**src/rtl/ssp_fe_pkg.sv**
```systemverilog
package ssp_fe_pkg;
    localparam int ADDR_W = 10;
    localparam int BUS_W  = 32;

    localparam logic [ADDR_W-1:0] IDX_CFG   = 10'h000;
    localparam logic [ADDR_W-1:0] IDX_CTL   = 10'h001;
    localparam logic [ADDR_W-1:0] IDX_DATA  = 10'h002;
    localparam logic [ADDR_W-1:0] IDX_STAT  = 10'h003;
    localparam logic [ADDR_W-1:0] IDX_PRE   = 10'h004;
    localparam logic [ADDR_W-1:0] IDX_MASK  = 10'h005;
    localparam logic [ADDR_W-1:0] IDX_RAW   = 10'h006;
    localparam logic [ADDR_W-1:0] IDX_MSKD  = 10'h007;
    localparam logic [ADDR_W-1:0] IDX_DMA   = 10'h008;
    localparam logic [ADDR_W-4:0] IDX_IDWIN = 7'h7F;

    typedef enum logic [0:0] {
        ACC_IDLE,
        ACC_RESP
    } acc_state_e;

    function automatic logic [7:0] id_byte(input logic [2:0] sel);
        unique case (sel)
            3'd0: id_byte = 8'h22;
            3'd1: id_byte = 8'h10;
            3'd2: id_byte = 8'h04;
            3'd3: id_byte = 8'h00;
            3'd4: id_byte = 8'h0D;
            3'd5: id_byte = 8'hF0;
            3'd6: id_byte = 8'h05;
            default: id_byte = 8'hB1;
        endcase
    endfunction
endpackage

```
**src/rtl/ssp_queue.sv**
```systemverilog
module ssp_queue #(
    parameter int WIDTH = 16,
    parameter int DEPTH = 8
) (
    input  logic                         clk,
    input  logic                         rst_n,
    input  logic                         push,
    input  logic [WIDTH-1:0]             push_data,
    input  logic                         pop,
    output logic [WIDTH-1:0]             head_data,
    output logic [$clog2(DEPTH):0]       count
);
    localparam int PTR_W = $clog2(DEPTH);
    localparam int CNT_W = PTR_W + 1;
    localparam logic [CNT_W-1:0] FULL_CNT = CNT_W'(DEPTH);
    localparam logic [PTR_W-1:0] LAST_PTR = PTR_W'(DEPTH - 1);

    logic [WIDTH-1:0] mem [DEPTH];
    logic [PTR_W-1:0] wr_ptr, rd_ptr;
    logic             do_push, do_pop;

    assign do_push   = push && (count != FULL_CNT);
    assign do_pop    = pop && (count != '0);
    assign head_data = mem[rd_ptr];

    always_ff @(posedge clk) begin
        if (do_push) mem[wr_ptr] <= push_data;
    end

    always_ff @(posedge clk) begin
        if (!rst_n) begin
            wr_ptr <= '0;
            rd_ptr <= '0;
            count  <= '0;
        end else begin
            if (do_push) wr_ptr <= (wr_ptr == LAST_PTR) ? '0 : wr_ptr + 1'b1;
            if (do_pop)  rd_ptr <= (rd_ptr == LAST_PTR) ? '0 : rd_ptr + 1'b1;
            unique case ({do_push, do_pop})
                2'b10:   count <= count + 1'b1;
                2'b01:   count <= count - 1'b1;
                default: count <= count;
            endcase
        end
    end


    count_bound_chk: assert property (@(posedge clk) disable iff (!rst_n)
        count <= FULL_CNT);


    full_drop_chk: assert property (@(posedge clk) disable iff (!rst_n)
        (count == FULL_CNT && push && !pop) |=> count == FULL_CNT);


    empty_pop_chk: assert property (@(posedge clk) disable iff (!rst_n)
        (count == '0 && pop && !push) |=> count == '0);
endmodule

```
**src/rtl/ssp_flags.sv**
```systemverilog
module ssp_flags #(
    parameter int DEPTH = 8
) (
    input  logic [$clog2(DEPTH):0] tx_count,
    input  logic [$clog2(DEPTH):0] rx_count,
    input  logic [3:0]             mask,
    output logic [4:0]             status,
    output logic [3:0]             raw,
    output logic [3:0]             masked,
    output logic                   irq
);
    localparam int CNT_W = $clog2(DEPTH) + 1;
    localparam logic [CNT_W-1:0] FULL_CNT = CNT_W'(DEPTH);
    localparam logic [CNT_W-1:0] HALF_CNT = CNT_W'(DEPTH / 2);

    always_comb begin
        status    = '0;
        status[0] = (tx_count == '0);
        status[1] = (tx_count != FULL_CNT);
        status[2] = (rx_count != '0);
        status[3] = (rx_count == FULL_CNT);
        status[4] = (tx_count != '0);
        raw       = '0;
        raw[2]    = (rx_count >= HALF_CNT);
        raw[3]    = (tx_count <= HALF_CNT);
        masked    = raw & mask;
        irq       = |masked;
    end
endmodule

```
**src/rtl/ssp_frontend.sv**
```systemverilog
module ssp_frontend
    import ssp_fe_pkg::*;
#(
    parameter int DATA_W = 16,
    parameter int DEPTH  = 8
) (
    input  logic              clk,
    input  logic              rst_n,
    input  logic              bus_sel,
    input  logic              bus_wr,
    input  logic [9:0]        bus_addr,
    input  logic [31:0]       bus_wdata,
    output logic [31:0]       bus_rdata,
    output logic              bus_rvalid,
    output logic              irq,
    output logic [15:0]       cfg_ctrl0,
    output logic [3:0]        cfg_ctrl1,
    output logic [7:0]        cfg_prescale,
    output logic              eng_tx_valid,
    output logic [15:0]       eng_tx_data,
    input  logic              eng_tx_take,
    output logic              eng_rx_space,
    input  logic              eng_rx_put,
    input  logic [15:0]       eng_rx_data
);
    localparam int FSZ_W = $clog2(DATA_W);
    localparam int CNT_W = $clog2(DEPTH) + 1;

    acc_state_e       state, state_nx;
    logic             wr_acc, rd_acc;
    logic [DATA_W-1:0] frame_mask;
    logic [DATA_W-1:0] tx_head, rx_head;
    logic [CNT_W-1:0]  tx_count, rx_count;
    logic [3:0]        mask_q;
    logic [4:0]        status;
    logic [3:0]        raw, masked;
    logic [BUS_W-1:0]  rd_val;

    assign wr_acc = bus_sel && bus_wr;
    assign rd_acc = bus_sel && !bus_wr;

    always_comb begin
        for (int i = 0; i < DATA_W; i++)
            frame_mask[i] = (i <= int'(cfg_ctrl0[FSZ_W-1:0]));
    end

    ssp_queue #(.WIDTH(DATA_W), .DEPTH(DEPTH)) u_txq (
        .clk(clk), .rst_n(rst_n),
        .push(wr_acc && bus_addr == IDX_DATA),
        .push_data(bus_wdata[DATA_W-1:0] & frame_mask),
        .pop(eng_tx_take),
        .head_data(tx_head), .count(tx_count)
    );

    ssp_queue #(.WIDTH(DATA_W), .DEPTH(DEPTH)) u_rxq (
        .clk(clk), .rst_n(rst_n),
        .push(eng_rx_put),
        .push_data(eng_rx_data & frame_mask),
        .pop(rd_acc && bus_addr == IDX_DATA),
        .head_data(rx_head), .count(rx_count)
    );

    ssp_flags #(.DEPTH(DEPTH)) u_flags (
        .tx_count(tx_count), .rx_count(rx_count), .mask(mask_q),
        .status(status), .raw(raw), .masked(masked), .irq(irq)
    );

    assign eng_tx_valid = (tx_count != '0);
    assign eng_tx_data  = tx_head;
    assign eng_rx_space = (rx_count != CNT_W'(DEPTH));

    // configuration registers
    always_ff @(posedge clk) begin
        if (!rst_n) begin
            cfg_ctrl0    <= '0;
            cfg_ctrl1    <= '0;
            cfg_prescale <= '0;
            mask_q       <= '0;
        end else if (wr_acc) begin
            unique case (bus_addr)
                IDX_CFG:  cfg_ctrl0    <= bus_wdata[15:0];
                IDX_CTL:  cfg_ctrl1    <= bus_wdata[3:0];
                IDX_PRE:  cfg_prescale <= bus_wdata[7:0];
                IDX_MASK: mask_q       <= bus_wdata[3:0];
                default:  ;
            endcase
        end
    end

    always_comb begin
        rd_val = '0;
        if (bus_addr[9:3] == IDX_IDWIN) begin
            rd_val[7:0] = id_byte(bus_addr[2:0]);
        end else begin
            unique case (bus_addr)
                IDX_CFG:  rd_val[15:0]     = cfg_ctrl0;
                IDX_CTL:  rd_val[3:0]      = cfg_ctrl1;
                IDX_DATA: rd_val[DATA_W-1:0] = (rx_count != '0) ? rx_head : '0;
                IDX_STAT: rd_val[4:0]      = status;
                IDX_PRE:  rd_val[7:0]      = cfg_prescale;
                IDX_MASK: rd_val[3:0]      = mask_q;
                IDX_RAW:  rd_val[3:0]      = raw;
                IDX_MSKD: rd_val[3:0]      = masked;
                default:  rd_val = '0;
            endcase
        end
    end

    // access state machine: state register
    always_ff @(posedge clk) begin
        if (!rst_n) state <= ACC_IDLE;
        else        state <= state_nx;
    end

    always_comb begin
        unique case (state)
            ACC_IDLE: state_nx = rd_acc ? ACC_RESP : ACC_IDLE;
            ACC_RESP: state_nx = rd_acc ? ACC_RESP : ACC_IDLE;
            default:  state_nx = ACC_IDLE;
        endcase
    end

    // access state machine: outputs
    always_ff @(posedge clk) begin
        if (!rst_n) bus_rdata <= '0;
        else        bus_rdata <= rd_acc ? rd_val : '0;
    end
    assign bus_rvalid = (state == ACC_RESP);


    rd_latency_chk: assert property (@(posedge clk) disable iff (!rst_n)
        rd_acc |=> bus_rvalid);


    empty_read_zero_chk: assert property (@(posedge clk) disable iff (!rst_n)
        (rd_acc && bus_addr == IDX_DATA && rx_count == '0) |=> bus_rdata == '0);


    irq_masked_off_chk: assert property (@(posedge clk) disable iff (!rst_n)
        (mask_q == '0) |-> !irq);
endmodule

```
**config.mk**
```make
export PLATFORM = sky130hd
export DESIGN_NAME = ssp_frontend
export DESIGN_NICKNAME = d
export VERILOG_FILES = /design/src/rtl/ssp_fe_pkg.sv /design/src/rtl/ssp_queue.sv /design/src/rtl/ssp_flags.sv /design/src/rtl/ssp_frontend.sv
export SDC_FILE = /design/constraint.sdc
export NUM_CORES = 1
export LEC_CHECK = 0
export BUFFER_PORTS_ARGS = -buffer_cell sky130_fd_sc_hd__buf_2
export CORE_UTILIZATION = 43
export DETAILED_ROUTE_END_ITERATION = 10
export PLACE_DENSITY = 0.64
export SYNTH_ARGS = -nofsm -noshare
export SYNTH_HDL_FRONTEND = slang
export SYNTH_SLANG_ARGS = --single-unit
```
**constraint.sdc**
```tcl
create_clock -name clk -period 4.4 [get_ports clk]
set_input_delay 0.88 -clock clk [delete_from_list [all_inputs] [get_ports clk]]
set_output_delay 0.88 -clock clk [all_outputs]
set_load 0.1 [all_outputs]
```
==> results of run 1 <==
==> cell type report <==
type / instances / area (sq um)
Clock buffer: 49 / 991
Fill cell: 2584 / 15000
Sequential cell: 331 / 9190
Clock inverter: 13 / 139
Timing Repair Buffer: 139 / 778
Inverter: 5 / 18.8
Multi-Input combinational cell: 463 / 4250
Tap cell: 396 / 495
==> synth_stat cells, drive strengths merged (6+ instances only) <==
cell    count  area, sq um
ha         14          175
o21ai      11         55.1
nand3      13         70.1
xor2        6         52.6
mux2i      25          250
a21boi     29          218
and2        9         56.3
nor2b      41          257
dfxtp      75         1500
a21oi      13         65.1
nand2      61          231
buf        34          215
and3       10         62.6
nor3       15         91.3
edfxtp    256         7690
clkbuf     28          105
mux4       65         1460
nor2       25         93.8
nor3b       6         45.0
mux2       33          372
a22oi       8         60.1
==> worst min-delay path: stages (launching register included) <==
cell,delay (ps)
dfxtp_1,320
nand2_1,60
a21boi_1,50
==> cell usage in the layout, fill, tap and decap left out, types with 16 or more instances in the layout <==
cell type / count
nor2_1: 25
clkbuf_16: 37
buf_2: 111
nand2_1: 60
mux2i_1: 25
a21boi_0: 25
dfxtp_1: 73
mux4_2: 65
nor2b_1: 41
mux2_2: 33
conb_1: 16
edfxtp_1: 256
buf_4: 27
==> worst paths after layout <==
check	startpoint	endpoint	slack, ps
worst min register to register	cfg_ctrl0[10]$_SDFFE_PN0P_	cfg_ctrl0[10]$_SDFFE_PN0P_	470
worst max-delay path	flop	eng_tx_data[13]	950
worst max register to register	u_rxq.count[0]$_SDFFE_PN0P_	u_rxq.count[2]$_SDFFE_PN0P_	1520
worst min-delay path	cfg_ctrl0[10]$_SDFFE_PN0P_	cfg_ctrl0[10]$_SDFFE_PN0P_	470
==> power breakdown <==
group | internal (uW) | switching [uW] | leakage, uW
Sequential | 3350 | 10.7 | 0.00324
Clock | 1750 | 1150 | 0.000553
Combinational | 59.9 | 146 | 0.00213
Total | 5160 | 1300 | 0.00593
==> routing by layer <==
metal | vias to the layer above | global-route usage [%]
met2 | 291 | 31.4
met4 | 0 | 6.80
met5 | - | 0
met1 | 3921 | 27.9
met3 | 64 | 3.27
li1 | 3508 | -
==> logic make-up (layout without fill, tap and decap cells) <==
logic type               count (synthesis)  in the layout  synth area share [%]
flip-flops                             331            331                  67.3
XOR/XNOR                                 8              8                 0.513
other                                    1             16                0.0275
adder cells (fa/ha/maj)                 14             14                  1.28
AO/OA/AOI/OAI                           87             87                  4.45
buffers and inverters                   67            206                  2.48
multiplexers                           123            123                  15.3
AND/OR/NAND/NOR                        215            215                  8.66
==> per-stage QoR <==
step                      setup WS (ps)  instance area, sq um  total power (uW)
after global placement              614                 14700              3630
after CTS                           884                 15900              6520
final                               950                 15900              6460
after detailed placement            586                 14700              3630
after floorplan                    95.4                 13700              3580
after global routing                801                 15900              6650
==> registers in the layout (all words and copies together), names as in the netlist, named ones only <==
signal	flops
u_rxq.mem	128
cfg_prescale	8
bus_rdata	16
mask_q	4
bus_rvalid	1
u_txq.count	4
u_txq.wr_ptr	3
cfg_ctrl1	4
u_rxq.rd_ptr	3
u_rxq.wr_ptr	3
u_txq.mem	128
cfg_ctrl0	16
u_rxq.count	4
u_txq.rd_ptr	3
==> run metrics, run 1 <==
CP Buf/Inv Count 2; CP max-delay cell dfxtp_2; ant diodes 0; # resized after CTS 0; max-slew violations 0; family with the most delay on the worst path multiplexers; 1st-iter DRT viols 642; post-synthesis cell area 0.0137 sq mm; initial antenna violation count 0; clock sink total 331; max incr delay on CP 690 ps; Mean Syn Cell Area 16.1 sq um; drt pass-1 iters 5; Inserted Clock Buffers 35; Period minus WS final 3450 ps; Core Region 0.0309 sq mm; DR vias 7,784; clk buf depth 3; Initial Util 44.2%; Synth cell types 62; placed cells 1,334; Routed Antenna Nets 0; clk slew on worst S/H paths 60 ps; largest net degree at the start of global routing 53; Final Util 51.3%; Hold Fails Final Rpt 0; GRT Total Usage 19.8%; Layout Cells excl Fill 1,396; Hold WC Path Type flop to flop; Post-synth EDFFs 256; WP data required 3520 ps; Seq/Total Area, Yosys 67.3%; Final Wtd Congestion 0.780; CP Capture Type output pin; Final Setup Violations 0; Wirelength per Cell 22.6 microns; CP Launch Type flop; crit path DAT 2570 ps; pwr/cell area 407 mW/mm^2; RSZ-0062 raised after global routing no; CTS tree built; highest signal layer in the routed design met4; Final period util 78.4%; hold depth 2; cells on worst reg2reg path 9; htree depth 2; Layout Skew 10.6 ps; final setup TNS 0 ps; DR WL met3 2.12 mm; fin nets 1,053; die area 0.0325 sq mm; fmax 290 MHz; first-pass GRT wire length 48.2 mm; # DRC 0; Mapped Cells 846; Die W 180 microns; Worst VDD drop 0.000267 V; fraction of registers with async set or reset after synthesis 0%; kind of critical path flop to output pin; DR WL met2 14.7 mm; MaxCap Viol Count 0; relative slew slack 29.0%; synth warn 0; Clock Latency Late Sink 500 ps; total congestion overflow 0; routed wire length 31.6 mm; Synth Register Bits 331; Post-CTS Hold Fix Bufs 0; Crit. path cell count 4; vias in the first global route 7,841; Via-to-Cell Ratio 5.58; critical path cell sequence buf_12, mux4_2, mux2_2, buf_2; outcome complete, no violations; P_leak 0.00593 uW; port bufs 111; worst slew pin tran 1060 ps; met1 WL 13.8 mm; boundary pin count 144; Synth-to-Final Area Change 16.2%; dpl hpwl 20.3 mm; share of layout cells above drive strength 1 31.1%; Rows 64; WHS 473 ps; Top FF cell, synth edfxtp_1; Die Y 180 microns; root buffer cell clkbuf_16; crit path max fanout 18; setup bufs post-CTS 0
Power figures use the tool's default switching activity.
==> run 2, diff against run 1 <==
--- a/config.mk
+++ b/config.mk
@@ -5,10 +5,11 @@
 export SDC_FILE = /design/constraint.sdc
 export NUM_CORES = 1
 export LEC_CHECK = 0
+export ABC_AREA = 1
 export BUFFER_PORTS_ARGS = -buffer_cell sky130_fd_sc_hd__buf_2
 export CORE_UTILIZATION = 43
 export DETAILED_ROUTE_END_ITERATION = 10
-export PLACE_DENSITY = 0.64
+export PLACE_DENSITY = 0.61
 export SYNTH_ARGS = -nofsm -noshare
 export SYNTH_HDL_FRONTEND = slang
 export SYNTH_SLANG_ARGS = --single-unit
==> constraint.sdc (replaced) <==
create_clock -name clk -period 3.4 [get_ports clk]
set_input_delay 0.68 -clock clk [delete_from_list [all_inputs] [get_ports clk]]
set_output_delay 0.68 -clock clk [all_outputs]
set_load 0.1 [all_outputs]
==> run 2 against run 1 <==
  * Worst setup slack got worse by 690 ps
  * Cell area grew 3.0%
  * Power grew 83%
  * Sequential power is 34% higher
  * Sequential share of layout area fell by 1.7 points
  * Routed wire length is 9.0% higher
  * Global-route usage up 1.0 points
  * Clock power grew 23%
  * Count of clock-buffer cells in the layout is 1 lower
==> run metrics, run 2 <==
pwr/cell area 723 mW/mm^2 (+77%); MaxCap Viol Count 0 (unchanged); Area after DPL 0.0153 sq mm (+3.6%); boundary pin count 144 (unchanged); worst slew pin tran 968 ps (-90.7 ps); dpl hpwl 22.4 mm (+10%); relative slew slack 35.3% (+6.3 points); die area 0.0333 sq mm (+2.5%); P_leak 0.00632 uW (+6.6%); Post-CTS Hold Fix Bufs 0 (unchanged); outcome complete, no violations; CP Capture Type output pin; Inserted Clock Buffers 35 (unchanged); routed wire length 34.4 mm (+9.0%); Final period util 92.3%; commonest non-fill, non-tap cells in the layout edfxtp_1 (256), nor2_1 (246), nand2_1 (138), o21ai_0 (130), buf_2 (95); drt pass-1 iters 7 (+2); DR vias 9,884 (+27%); CTS tree built; Die Y 182 microns (+1.3%); Hold Fails Final Rpt 0 (unchanged); max-slew violations 0 (unchanged); R2R setup slack 840 ps (-680 ps); GRT Total Usage 20.9% (+1.0 points); commonest non-fill, non-tap cell in the layout edfxtp_1; Mean Syn Cell Area 10.6 sq um (-34%); simple logic cell fraction of the synthesized area 15.0% (+6.3 points); critical path cell sequence inv_2, buf_4, o21ai_0, o22ai_1, nor2_1, a31oi_1, buf_12; CP max-delay cell dfxtp_2; htree depth 2 (unchanged); Initial Util 44.0% (-0.13 points); HP Start bus_wdata[15]; setup bufs post-CTS 0 (unchanged); largest family of logic cells by synthesized area simple AND/OR/NAND/NOR gates; WP data required 2720 ps (-800 ps); Final Setup Violations 0 (unchanged); Period minus WS final 3140 ps; final instance area 0.0163 sq mm (+3.0%); synth warn 0 (unchanged); first-pass GRT wire length 53.1 mm (+10%); top cell type's share of synthesized area 54.9% (-1.4 points); port bufs 111 (unchanged); 1st-iter DRT viols 776 (+21%); kind of critical path flop to output pin; final setup TNS 0 ps (unchanged); RR Endpoint u_rxq.count[2]$_SDFFE_PN0P_; clock sink total 331 (unchanged); # DRC 0 (unchanged); Synth area leaders edfxtp_1 (55%), dfxtp_1 (11%), nor2_1 (6.6%), o21ai_0 (4.6%), nand2_1 (3.7%); vias in the first global route 9,594 (+22%); top post-synthesis cells by count edfxtp_1 (256), nor2_1 (246), nand2_1 (138); fin nets 1,512 (+44%); Largest regs u_rxq.mem: 128 flops, u_txq.mem: 128 flops; Mapped Cells 1,316 (+56%); CP Launch Type flop; post-synthesis cell area 0.0140 sq mm (+2.6%); post-synthesis mux area share 0% (-15 points); Hold WC Path Type input port to flop; share of layout cells above drive strength 1 16.8% (-14 points); Post-synth EDFFs 256 (unchanged); crit path max fanout 42 (+24); clk buf depth 3 (unchanged); initial antenna violation count 0 (unchanged); # resized after CTS 0 (unchanged); Synth Area in Adders 1.25% (-0.032 points); Worst VDD drop 0.000858 V (+220%); Synth-to-Final Area Change 16.6%; Final Wtd Congestion 0.877 (+13%); RSZ-0062 raised after global routing no; clk slew on worst S/H paths 60 ps (about the same); total congestion overflow 0 (unchanged); worst reg2reg startpoint u_rxq.count[0]$_SDFFE_PN0P_; Rows 65 (+1.6%); Synth cell types 45 (-27%); Routed Antenna Nets 0 (unchanged); Wirelength per Cell 18.2 microns (-20%); hold depth 3 (+1); cells on worst reg2reg path 13 (+4); Clock Latency Late Sink 520 ps (+20 ps); Hold EP cfg_ctrl0[15]$_SDFFE_PN0P_; Compound-Gate Fraction of Synth Area 11.7% (+7.3 points); Seq/Total Area, Yosys 65.6% (-1.7 points); max incr delay on CP 470 ps (-220 ps); root buffer cell clkbuf_16; fmax 319 MHz; Synth Register Bits 331 (unchanged); Core Region 0.0318 sq mm (+2.9%); largest area contributor in the netlist edfxtp_1; crit path DAT 2460 ps (-110 ps); Top FF cell, synth edfxtp_1; most numerous cell in the Yosys netlist edfxtp_1; fraction of registers with async set or reset after synthesis 0% (unchanged); XOR/XNOR Fraction of Synth Area 0.375% (-0.14 points); Layout Skew 16.2 ps (+5.62 ps); Die W 182 microns (+1.3%); ant diodes 0 (unchanged); largest net degree at the start of global routing 65 (+23%); Via-to-Cell Ratio 5.21 (-6.5%)
run 2: cell types whose count changed after synthesis, moves of 56 or more:
cell / previous run / this run
nand3_1: 12 / 68
mux4_2: 65 / 0
nand2_1: 60 / 138
o21ai_0: 11 / 130
nor2_1: 25 / 246
inv_1: 5 / 93
run 2: kinds of logic (layout without fill, tap and decap cells):
kind of cell / count (synthesis) / after routing
flops: 331 / 331
buf+inv: 184 / 314
xor+xnor: 6 / 6
fa+ha+maj: 14 / 14
compound gates: 287 / 287
other cells: 1 / 16
simple gates: 493 / 493
run 2: metal layers:
layer	share of wire [%]	track usage [%]	vias up
met5	0	0	-
met4	3.2	8.20	0
met1	43	27.3	4737
li1	-	-	4780
met2	49	35.0	293
met3	4.9	3.05	74
run 2: cell type report:
cell class | instances | area (sq um)
clock inverter | 16 | 90.1
sequential | 331 | 9190
inverter | 105 | 400
clock buffer | 48 | 987
tap | 435 | 544
multi-input combinational | 816 | 4070
fill | 2820 | 15500
timing repair buffer | 145 | 1050
run 2: how the worst max path moves through the flow:
stage	slack (ps)	end	startpoint
5_1_grt	70	eng_tx_data[5]	flop
3_5_place_dp	340	u_rxq.count[2]$_SDFFE_PN0P_	bus_addr[5]
6_report	260	eng_tx_data[5]	flop
4_1_cts	210	eng_tx_data[8]	flop
2_1_floorplan	50	eng_tx_data[0]	flop
3_3_place_gp	390	u_rxq.count[2]$_SDFFE_PN0P_	bus_addr[5]
run 2: stage by stage:
step,instances,setup WS (ps),util [%],hold slack [ps],total power [uW]
final,1896,261,51.4,455,11800
after floorplan,1331,54.3,-,424,7100
after global placement,1832,389,48.0,444,8340
after detailed placement,1832,336,48.0,447,8370
after global routing,1896,68.9,51.4,452,12300
after CTS,1896,206,51.4,435,11900
run 2: worst max-delay path, delay by kind of cell, from the launching register on:
kind                   cells  cell delay (ps)
and+or+nand+nor            1               60
buffers and inverters      3              700
AOI/OAI and AO/OA          3              670
DFF                        1              470
run 2: report_power, final:
part / internal, uW / switching (uW) / total [uW]
clock: 2040 / 1510 / 3550
combinational: 1140 / 2610 / 3750
sequential: 4410 / 93.4 / 4500
